--- config.mk ---
export PLATFORM = sky130hd
export DESIGN_NAME = twobyte_cpu
export DESIGN_NICKNAME = d
export VERILOG_FILES = /design/src/rtl/twobyte_cpu_pkg.sv /design/src/rtl/twobyte_cpu_mem.sv /design/src/rtl/twobyte_cpu_dp.sv /design/src/rtl/twobyte_cpu_ctl.sv /design/src/rtl/twobyte_cpu.sv
export SDC_FILE = /design/constraint.sdc
export NUM_CORES = 2
export LEC_CHECK = 0
export BUFFER_PORTS_ARGS = -buffer_cell sky130_fd_sc_hd__buf_2
export CELL_PAD_IN_SITES_DETAIL_PLACEMENT = 1
export CELL_PAD_IN_SITES_GLOBAL_PLACEMENT = 2
export CORE_MARGIN = 5
export CORE_UTILIZATION = 45
export CTS_BUF_LIST = sky130_fd_sc_hd__clkbuf_8
export DETAILED_ROUTE_END_ITERATION = 10
export PLACE_DENSITY_LB_ADDON = 0.1
export SYNTH_ARGS = -nofsm -noshare
export SYNTH_HDL_FRONTEND = slang
export SYNTH_SLANG_ARGS = --single-unit
--- constraint.sdc ---
create_clock -name clk -period 14.7 [get_ports clk]
set_clock_uncertainty 0.05 [all_clocks]
set_input_delay 3.675 -clock clk [delete_from_list [all_inputs] [get_ports clk]]
set_output_delay 3.675 -clock clk [all_outputs]
set_load 0.01 [all_outputs]
--- src/rtl/twobyte_cpu_pkg.sv ---
package twobyte_cpu_pkg;
  localparam int BYTE_W = 8;
  localparam int NIB_W  = 4;

  typedef enum logic [2:0] {
    ST_IDLE, ST_FETCH1, ST_FETCH2, ST_EXEC, ST_HALT
  } state_e;

  typedef enum logic [1:0] {ADDR_PC, ADDR_IMM, ADDR_RN} addrSel_e;
  typedef enum logic [1:0] {WSRC_MEM, WSRC_IMM, WSRC_ADD, WSRC_SUB} wsrc_e;

  typedef struct packed {
    logic     loadIr1;
    logic     loadIr2;
    logic     pcInc;
    logic     pcZero;
    logic     pcBranch;
    logic     regWe;
    wsrc_e    regSrc;
    logic     memWe;
    addrSel_e addrSel;
    logic     wdataRm;
  } strobes_t;

  localparam logic [NIB_W-1:0] OP_LDD = 4'b0000;
  localparam logic [NIB_W-1:0] OP_STD = 4'b0001;
  localparam logic [NIB_W-1:0] OP_STI = 4'b0010;
  localparam logic [NIB_W-1:0] OP_LDI = 4'b0011;
  localparam logic [NIB_W-1:0] OP_ADD = 4'b0100;
  localparam logic [NIB_W-1:0] OP_SUB = 4'b0101;
  localparam logic [NIB_W-1:0] OP_JZ  = 4'b1000;
endpackage

--- src/rtl/twobyte_cpu_mem.sv ---
module twobyte_cpu_mem
  import twobyte_cpu_pkg::*;
#(
  parameter int DEPTH = 2 ** BYTE_W
) (
  input  logic              clk,
  input  logic              busy,
  input  logic              we,
  input  logic [BYTE_W-1:0] addr,
  input  logic [BYTE_W-1:0] wdata,
  output logic [BYTE_W-1:0] rdata,
  input  logic              tstWe,
  input  logic [BYTE_W-1:0] tstAddr,
  input  logic [BYTE_W-1:0] tstWdata,
  output logic [BYTE_W-1:0] tstRdata
);
  logic [BYTE_W-1:0] cells [DEPTH];

  always_ff @(posedge clk) begin
    if (we)
      cells[addr] <= wdata;
    else if (tstWe && !busy)
      cells[tstAddr] <= tstWdata;
  end

  assign rdata    = cells[addr];
  assign tstRdata = cells[tstAddr];
endmodule

--- src/rtl/twobyte_cpu_dp.sv ---
module twobyte_cpu_dp
  import twobyte_cpu_pkg::*;
#(
  parameter int NUM_REGS = 4
) (
  input  logic              clk,
  input  logic              rstN,
  input  strobes_t          ctl,
  input  logic [BYTE_W-1:0] memRdata,
  output logic [BYTE_W-1:0] memAddr,
  output logic [BYTE_W-1:0] memWdata,
  output logic [BYTE_W-1:0] ir1,
  output logic [BYTE_W-1:0] ir2,
  output logic              rnZero
);
  localparam int IDX_W = (NUM_REGS > 1) ? $clog2(NUM_REGS) : 1;

  logic [BYTE_W-1:0] regs [NUM_REGS];
  logic [BYTE_W-1:0] pc;
  logic [BYTE_W-1:0] rnVal, rmVal, regNext;
  logic [IDX_W-1:0]  rnIdx, rmIdx;

  assign rnIdx = ir1[IDX_W-1:0];
  assign rmIdx = ir2[BYTE_W-NIB_W +: IDX_W];
  assign rnVal = regs[rnIdx];
  assign rmVal = regs[rmIdx];
  assign rnZero = (rnVal == '0);

  always_comb begin
    unique case (ctl.regSrc)
      WSRC_MEM: regNext = memRdata;
      WSRC_IMM: regNext = ir2;
      WSRC_ADD: regNext = rnVal + rmVal;
      default:  regNext = rnVal - rmVal;
    endcase
  end

  always_comb begin
    unique case (ctl.addrSel)
      ADDR_IMM: memAddr = ir2;
      ADDR_RN:  memAddr = rnVal;
      default:  memAddr = pc;
    endcase
  end

  assign memWdata = ctl.wdataRm ? rmVal : rnVal;

  always_ff @(posedge clk or negedge rstN) begin
    if (!rstN) begin
      pc  <= '0;
      ir1 <= '0;
      ir2 <= '0;
    end else begin
      if (ctl.loadIr1) ir1 <= memRdata;
      if (ctl.loadIr2) ir2 <= memRdata;
      if (ctl.pcZero)        pc <= '0;
      else if (ctl.pcInc)    pc <= pc + 1'b1;
      else if (ctl.pcBranch) pc <= pc + ir2;
    end
  end

  for (genvar g = 0; g < NUM_REGS; g++) begin : g_reg
    always_ff @(posedge clk or negedge rstN) begin
      if (!rstN)
        regs[g] <= '0;
      else if (ctl.regWe && rnIdx == IDX_W'(g))
        regs[g] <= regNext;
    end
  end

  // the program counter moves only on an increment, clear or branch strobe
  a_r6_pc_hold: assert property (@(posedge clk) disable iff (!rstN)
    !(ctl.pcZero || ctl.pcInc || ctl.pcBranch) |=> $stable(pc));

  // a clear strobe leaves the program counter at zero
  a_r1_pc_cleared: assert property (@(posedge clk) disable iff (!rstN)
    ctl.pcZero |=> pc == '0);
endmodule

--- src/rtl/twobyte_cpu_ctl.sv ---
module twobyte_cpu_ctl
  import twobyte_cpu_pkg::*;
#(
  parameter int NUM_REGS = 4
) (
  input  logic              clk,
  input  logic              rstN,
  input  logic              start,
  input  logic [BYTE_W-1:0] ir1,
  input  logic [BYTE_W-1:0] ir2,
  input  logic              rnZero,
  output strobes_t          ctl,
  output logic              busy,
  output logic              halted
);
  state_e state, stateNext;
  logic [NIB_W-1:0] opcode, rnNum, rmNum;
  logic usesRm, opKnown, legal;

  assign opcode = ir1[BYTE_W-1 -: NIB_W];
  assign rnNum  = ir1[NIB_W-1:0];
  assign rmNum  = ir2[BYTE_W-1 -: NIB_W];
  assign usesRm = opcode inside {OP_STI, OP_ADD, OP_SUB};
  assign opKnown = opcode inside {OP_LDD, OP_STD, OP_STI, OP_LDI, OP_ADD, OP_SUB, OP_JZ};
  assign legal  = opKnown && (32'(rnNum) < NUM_REGS)
                  && (!usesRm || (32'(rmNum) < NUM_REGS));

  always_comb begin
    ctl = '0;
    stateNext = state;
    unique case (state)
      ST_IDLE, ST_HALT: begin
        if (start) begin
          ctl.pcZero = 1'b1;
          stateNext = ST_FETCH1;
        end
      end
      ST_FETCH1: begin
        ctl.loadIr1 = 1'b1;
        ctl.pcInc   = 1'b1;
        stateNext   = ST_FETCH2;
      end
      ST_FETCH2: begin
        ctl.loadIr2 = 1'b1;
        ctl.pcInc   = 1'b1;
        stateNext   = ST_EXEC;
      end
      default: begin
        if (!legal) begin
          stateNext = ST_HALT;
        end else begin
          stateNext = ST_FETCH1;
          unique case (opcode)
            OP_LDD: begin ctl.addrSel = ADDR_IMM; ctl.regSrc = WSRC_MEM; ctl.regWe = 1'b1; end
            OP_STD: begin ctl.addrSel = ADDR_IMM; ctl.memWe = 1'b1; end
            OP_STI: begin ctl.addrSel = ADDR_RN; ctl.wdataRm = 1'b1; ctl.memWe = 1'b1; end
            OP_LDI: begin ctl.regSrc = WSRC_IMM; ctl.regWe = 1'b1; end
            OP_ADD: begin ctl.regSrc = WSRC_ADD; ctl.regWe = 1'b1; end
            OP_SUB: begin ctl.regSrc = WSRC_SUB; ctl.regWe = 1'b1; end
            default: ctl.pcBranch = rnZero;
          endcase
        end
      end
    endcase
  end

  always_ff @(posedge clk or negedge rstN) begin
    if (!rstN) state <= ST_IDLE;
    else       state <= stateNext;
  end

  assign busy   = state inside {ST_FETCH1, ST_FETCH2, ST_EXEC};
  assign halted = (state == ST_HALT);

  // the two fetch cycles and the execute cycle follow in a fixed order
  a_r8_second_fetch: assert property (@(posedge clk) disable iff (!rstN)
    state == ST_FETCH1 |=> state == ST_FETCH2);
  a_r8_exec_follows: assert property (@(posedge clk) disable iff (!rstN)
    state == ST_FETCH2 |=> state == ST_EXEC);

  // a stopped processor stays stopped until started again
  a_r7_halt_holds: assert property (@(posedge clk) disable iff (!rstN)
    halted && !start |=> halted && !busy);

  // memory is never written during a fetch cycle
  a_r3_no_fetch_write: assert property (@(posedge clk) disable iff (!rstN)
    (state == ST_FETCH1 || state == ST_FETCH2) |-> !ctl.memWe);
endmodule

--- src/rtl/twobyte_cpu.sv ---
module twobyte_cpu
  import twobyte_cpu_pkg::*;
#(
  parameter int NUM_REGS = 4
) (
  input  logic              clk,
  input  logic              rstN,
  input  logic              start,
  output logic              busy,
  output logic              halted,
  input  logic              tstWe,
  input  logic [BYTE_W-1:0] tstAddr,
  input  logic [BYTE_W-1:0] tstWdata,
  output logic [BYTE_W-1:0] tstRdata
);
  strobes_t          ctl;
  logic [BYTE_W-1:0] ir1, ir2, memAddr, memWdata, memRdata;
  logic              rnZero;

  twobyte_cpu_ctl #(.NUM_REGS(NUM_REGS)) ctl_i (
    .clk, .rstN, .start, .ir1, .ir2, .rnZero, .ctl, .busy, .halted
  );

  twobyte_cpu_dp #(.NUM_REGS(NUM_REGS)) dp_i (
    .clk, .rstN, .ctl, .memRdata, .memAddr, .memWdata, .ir1, .ir2, .rnZero
  );

  twobyte_cpu_mem mem_i (
    .clk, .busy, .we(ctl.memWe), .addr(memAddr), .wdata(memWdata),
    .rdata(memRdata), .tstWe, .tstAddr, .tstWdata, .tstRdata
  );
endmodule

After elaboration in Yosys (flattened, before gate mapping)
Memory sizes are Yosys's and may differ from the RTL's.
Cells that the tools add are included.
{"block": "op_classes", "add_sub_neg": 4, "magnitude_cmp": 4, "eq_ne": 18, "muxes": 35, "n_bitwise": 2, "n_reduce_logical": 26}
{"op": "two-way mux 8 bit", "count": 12}
{"op": "binary-select mux 8 bit (select 2 bit)", "count": 2}
{"op": "case mux 8 bit (3 select lines)", "count": 1}
{"op": "adder 8 bit", "count": 2}
{"op": "case mux 8 bit (2 select lines)", "count": 1}
{"op": "two-way mux 1 bit", "count": 14}
{"op": "case mux 3 bit (4 select lines)", "count": 1}
{"op": "case mux 3 bit (3 select lines)", "count": 1}
{"op": "nonzero test 3 bit", "count": 3}
{"op": "adder 8 x 1 -> 8 bit, second input constant", "count": 1}
{"op": "equality test 2 bit, second input constant", "count": 4}
{"op": "equality test 4 x 2 -> 1 bit, second input constant", "count": 2}
{"op": "equality test 4 x 3 -> 1 bit, second input constant", "count": 2}
{"op": "zero test 8 bit", "count": 1}
{"op": "less-than comparator 4 x 3 -> 1 bit, second input constant", "count": 2}
{"op": "OR reduction 2 bit", "count": 4}
{"op": "OR reduction 8 bit", "count": 1}
{"op": "subtractor 8 bit", "count": 1}
{"op": "logical AND 1 bit", "count": 7}
{"op": "nonzero test 7 bit", "count": 1}
{"op": "equality test 2 x 1 -> 1 bit, second input constant", "count": 3}
{"op": "equality test 3 x 2 -> 1 bit, second input constant", "count": 2}
{"op": "greater-or-equal comparator 3 bit, second input constant", "count": 2}
{"op": "two-way mux 3 bit", "count": 2}
{"op": "other kinds (14)", "count": 17}
{"block": "totals", "reg_bits": 59, "mem_bits_rw": 2048, "input_bits": 20, "output_inout_bits": 10, "n_memories": 1}
{"name": "mem_i.cells", "depth": 256, "word_bits": 8, "rd": 2, "rd_ports_with_merged_regs": 0, "wr": 1, "line": "twobyte_cpu_mem.sv:17", "text": "logic [BYTE_W-1:0] cells [DEPTH];"}

Depth between registers and ports, before layout
{"block": "logic_depth", "word_depth": 12, "depth_mapped": 25}

Modules after synthesis
From an unflattened synthesis, not the netlist that was laid out.
{"block": "hier_totals", "cells_unflattened": 5594, "hier_area_um2": 100004.7}
{"module": "twobyte_cpu_mem", "instances": 1, "cells_each": 5197, "area_per_inst_um2": 95948.3}
{"module": "twobyte_cpu_dp", "instances": 1, "cells_each": 354, "area_per_inst_um2": 3697.3}
{"module": "twobyte_cpu_ctl", "instances": 1, "cells_each": 43, "area_per_inst_um2": 359.1}

Worst setup path after synthesis
No wires, ideal clock.
{"block": "synth_path", "path_type": "input to register", "from": "input port tstWe", "to": "memory mem_i.cells[0][5] (data pin)", "t_arrival_ns": 14.275, "required_time_ns": 12.462, "slack_ns": -1.812, "stages": 5, "path_buffers": 2, "path_cell_list": "o21ai_0 > nor2_1 > clkbuf_1 > clkbuf_1 > o21ai_0"}
{"block": "synth_between", "elab_chain_len": 6}
{"item": "from (decl)", "line": "twobyte_cpu.sv:11", "text": "input logic tstWe,"}
{"item": "logical AND 1 bit", "line": "twobyte_cpu_mem.sv:22", "text": "else if (tstWe && !busy)"}
{"item": "two-way mux 1 bit", "line": "twobyte_cpu_mem.sv:22"}
{"item": "two-way mux 1 bit", "line": "twobyte_cpu_mem.sv:20", "text": "if (we)"}
{"item": "two-way mux 1 bit (implied by the code)", "line": "twobyte_cpu_mem.sv:23", "text": "cells[tstAddr] <= tstWdata;"}
{"item": "OR reduction 8 bit (no line)"}
{"item": "two-way mux 8 bit (no line)"}
{"item": "to (decl)", "line": "twobyte_cpu_mem.sv:17"}
Every way passes these cells.

Final worst setup path
{"block": "layout_path", "from": "input port tstAddr[1]", "to": "output port tstRdata[1]"}
{"block": "layout_between", "elab_chain_len": 1}
{"item": "from (decl)", "line": "twobyte_cpu.sv:12", "text": "input logic [BYTE_W-1:0] tstAddr,"}
{"item": "memory read (256 x 8 bit)"}
{"item": "to (decl)", "line": "twobyte_cpu.sv:14", "text": "output logic [BYTE_W-1:0] tstRdata"}
Every way passes these cells.

==> results.toml <==
[placement]
port_buffers = 29
placed_cells = 9525
gp_congestion = 0.882
dp_hpwl_mm = 245
place_area_sq_um = 106000

[clock_tree]
clkLatencyLatePin_ns = 1.09
cts-root-buf = "clkbuf_8"
cts_made_buffers = 380
cts_sinks = 2107
cts_setup_buffers = 0
ctsHtreeMaxLevel = 5
cts-resized-gates = 0
cts.clk_slew.worst_paths_ns = 0.06
cts_tree = "built"
clock_path_buffers = 4
cts_hold_buf = 0

[timing]
hold_viol_final = 0
holdWs_ns = 0.447
fin_crit_ns = 11.53
fin_crit_sh = 0.784
final_max_slew_viol_count = 0
tightest_slew_ns = 1.44
slew_headroom = 0.0372
timing.fmax_ghz = 0.0867
setup_tns_ns = 0
rsz0062_at_grt = "no"
finalSetupViolations = 0

[layout]
fin_cells = 10200
fill_cells = 21700
postLayoutCellArea_sq_um = 113000
multi_input_area_sq_um = 36200
area_growth_pct = 10.8
fin_util = 0.501
seqCellArea_sq_um = 63000
fin_nets = 6955
drive_above_1_share = 0.221

[critical_path]
start_kind = "input pin"
cp.required_ns = 10.97
cp.arrival_ns = 7.80
end_kind = "primary output"
ff2ff_setup_slack_ns = 5.87
worstPathMaxFanout = 47
critical_path_class = "input pin to primary output"

[drt]
first_pass_iters = 6
route.detailed.drc = 0
vias = 68100
first_iter_violations = 7975
viasPerCell = 6.68
wirelength_mm = 393
wl_per_cell_um = 38.6
ant_nets = 0

[logic_synthesis]
synth.distinct_cells = 81
avgSynthCellArea_sq_um = 15.1
synth-main-ff-cell = "edfxtp_1"
syn_nets = 6772
netlist_instances = 6732
yosys_warnings = 0
synth.cell_area_sq_um = 102000
synth_seq_cells = 2107
synthArstFlopShare = 0.0280
yosysSeqAreaShare = 0.620
synth_edf_count = 2048

[global_routing]
gr-total-overflow = 0
grt_pass1_wl_mm = 546
grt_pass1_vias = 69900
antenna_found_initial = 20
grtUsageTotal = 0.327
grt_max_degree = 190

[floorplanning]
die_w_um = 485
floorplan.rows = 174
die-area_sq_um = 235000
start_util = 0.452
io_pins = 30
dieHeight_um = 485
coreArea_sq_um = 225000

[power]
p_leak_uw = 0.0384
vdd_drop_max_uv = 265
power_density_nw_per_um2 = 223

[outcome]
status = "complete, no violations"

[min_path]
min-delay-path-class = "flip-flop to flip-flop"

[job]
drv_cap = 0
==> synth_stat cells, drive strengths merged, types with 6 or more instances <==
| library cell | instances | area [sq um] |
|---|---|---|
| a311o | 6 | 60.1 |
| a21oi | 248 | 1250 |
| o22ai | 168 | 1050 |
| o31ai | 21 | 158 |
| nand3 | 193 | 966 |
| buf | 301 | 1800 |
| mux2 | 13 | 146 |
| nand2 | 1015 | 3810 |
| nor2 | 329 | 1230 |
| nor4 | 74 | 463 |
| a211o | 9 | 78.8 |
| a32o | 12 | 120 |
| o221a | 6 | 67.6 |
| ha | 18 | 225 |
| xnor2 | 17 | 149 |
| edfxtp | 2048 | 61500 |
| a32oi | 44 | 385 |
| nor2b | 9 | 56.3 |
| clkbuf | 233 | 875 |
| nand4 | 22 | 138 |
| o22a | 10 | 87.6 |
| a311oi | 27 | 254 |
| or2 | 6 | 37.5 |
| o221ai | 34 | 298 |
| nor3 | 74 | 370 |
| nand3b | 7 | 52.6 |
| mux2i | 557 | 5580 |
| a31o | 9 | 78.8 |
| a22oi | 35 | 268 |
| a211oi | 72 | 571 |
| a2111oi | 7 | 105 |
| inv | 18 | 67.6 |
| dfrtp | 59 | 1480 |
| mux4 | 694 | 15600 |
| a221oi | 15 | 144 |
| o32ai | 7 | 61.3 |
| and3 | 69 | 432 |
| a31oi | 72 | 450 |
| o21ai | 98 | 490 |
==> flip-flops by register name, indices dropped and copies added, names as in the netlist <==
signal	cells
ctl_i.state	3
dp_i.ir1	8
dp_i.ir2	8
dp_i.pc	8
dp_i.regs	32
mem_i.cells	2048
==> cell type report <==
class | instances | area share
diodes | 13 | 0.000289
clock buffers | 384 | 0.0469
clock inverters | 270 | 0.0129
inverters | 18 | 0.000600
multi-input cells | 4073 | 0.322
flip-flops and latches | 2107 | 0.559
well taps | 2992 | 0.0333
repair buffers | 335 | 0.0248
==> metal layers <==
layer	global-route usage	vias up	wire length [um]
met3	0.0637	898	33000
met2	0.516	3694	183000
li1	-	27400	-
met5	0	-	26
met1	0.428	36100	151000
met4	0.180	4	25200
==> per-stage QoR <==
step	setup WS [ns]	power [uW]
final	3.17	25100
after global routing	3.05	25900
after CTS	3.12	25000
after detailed placement	3.12	19900
after global placement	3.13	19700
after floorplan	-1.81	16200
==> critical path, stage by stage <==
cell	delay (ns)
buf_8	0.48
buf_4	0.64
buf_4	0.40
mux4_2	0.54
mux4_2	0.52
mux4_2	0.59
mux4_2	0.61
buf_2	0.20
==> cell usage in the layout (no fill, tap or decap), types with 44 or more instances in the layout <==
cell type  count
dfrtp_1       59
mux2i_1      557
mux4_2       694
inv_1        122
nand3_1      192
nand2_1      993
a31oi_1       72
o21ai_0       76
edfxtp_1    2048
a211oi_1      66
nor4_1        74
a32oi_1       44
nor2_1       322
clkinv_2      45
nor3_1        72
buf_4        282
o22ai_1      167
and3_1        68
clkinv_1      97
a21oi_1      246
clkbuf_8     385
==> final timing paths <==
path,cells after the start,end,start
worst max-delay path,8,tstRdata[1],tstAddr[1]
worst min-delay path,2,dp_i.ir1[3]$_DFFE_PN0P_,dp_i.ir1[3]$_DFFE_PN0P_
worst max register to register,22,dp_i.regs[15]$_DFFE_PN0P_,dp_i.ir1[4]$_DFFE_PN0P_
worst min register to register,2,dp_i.ir1[3]$_DFFE_PN0P_,dp_i.ir1[3]$_DFFE_PN0P_
max in group asynchronous,2,dp_i.ir2[6]$_DFFE_PN0P_,rstN
min in group asynchronous,2,dp_i.regs[6]$_DFFE_PN0P_,rstN
==> cells by family after synthesis <==
group | after synthesis | synth area share
AOI/OAI and AO/OA | 938 | 0.0621
DFF | 2107 | 0.620
buffers and inverters | 552 | 0.0270
and+or+nand+nor | 1828 | 0.0766
xor gates and xnor gates | 22 | 0.00190
adders and majority gates | 21 | 0.00271
muxes | 1264 | 0.210
==> power breakdown <==
| part | internal, uW | switching, uW |
|---|---|---|
| logic | 2800 | 8560 |
| registers | 8510 | 126 |
| clock network | 2630 | 2510 |
(Power assumes the default switching activity.)
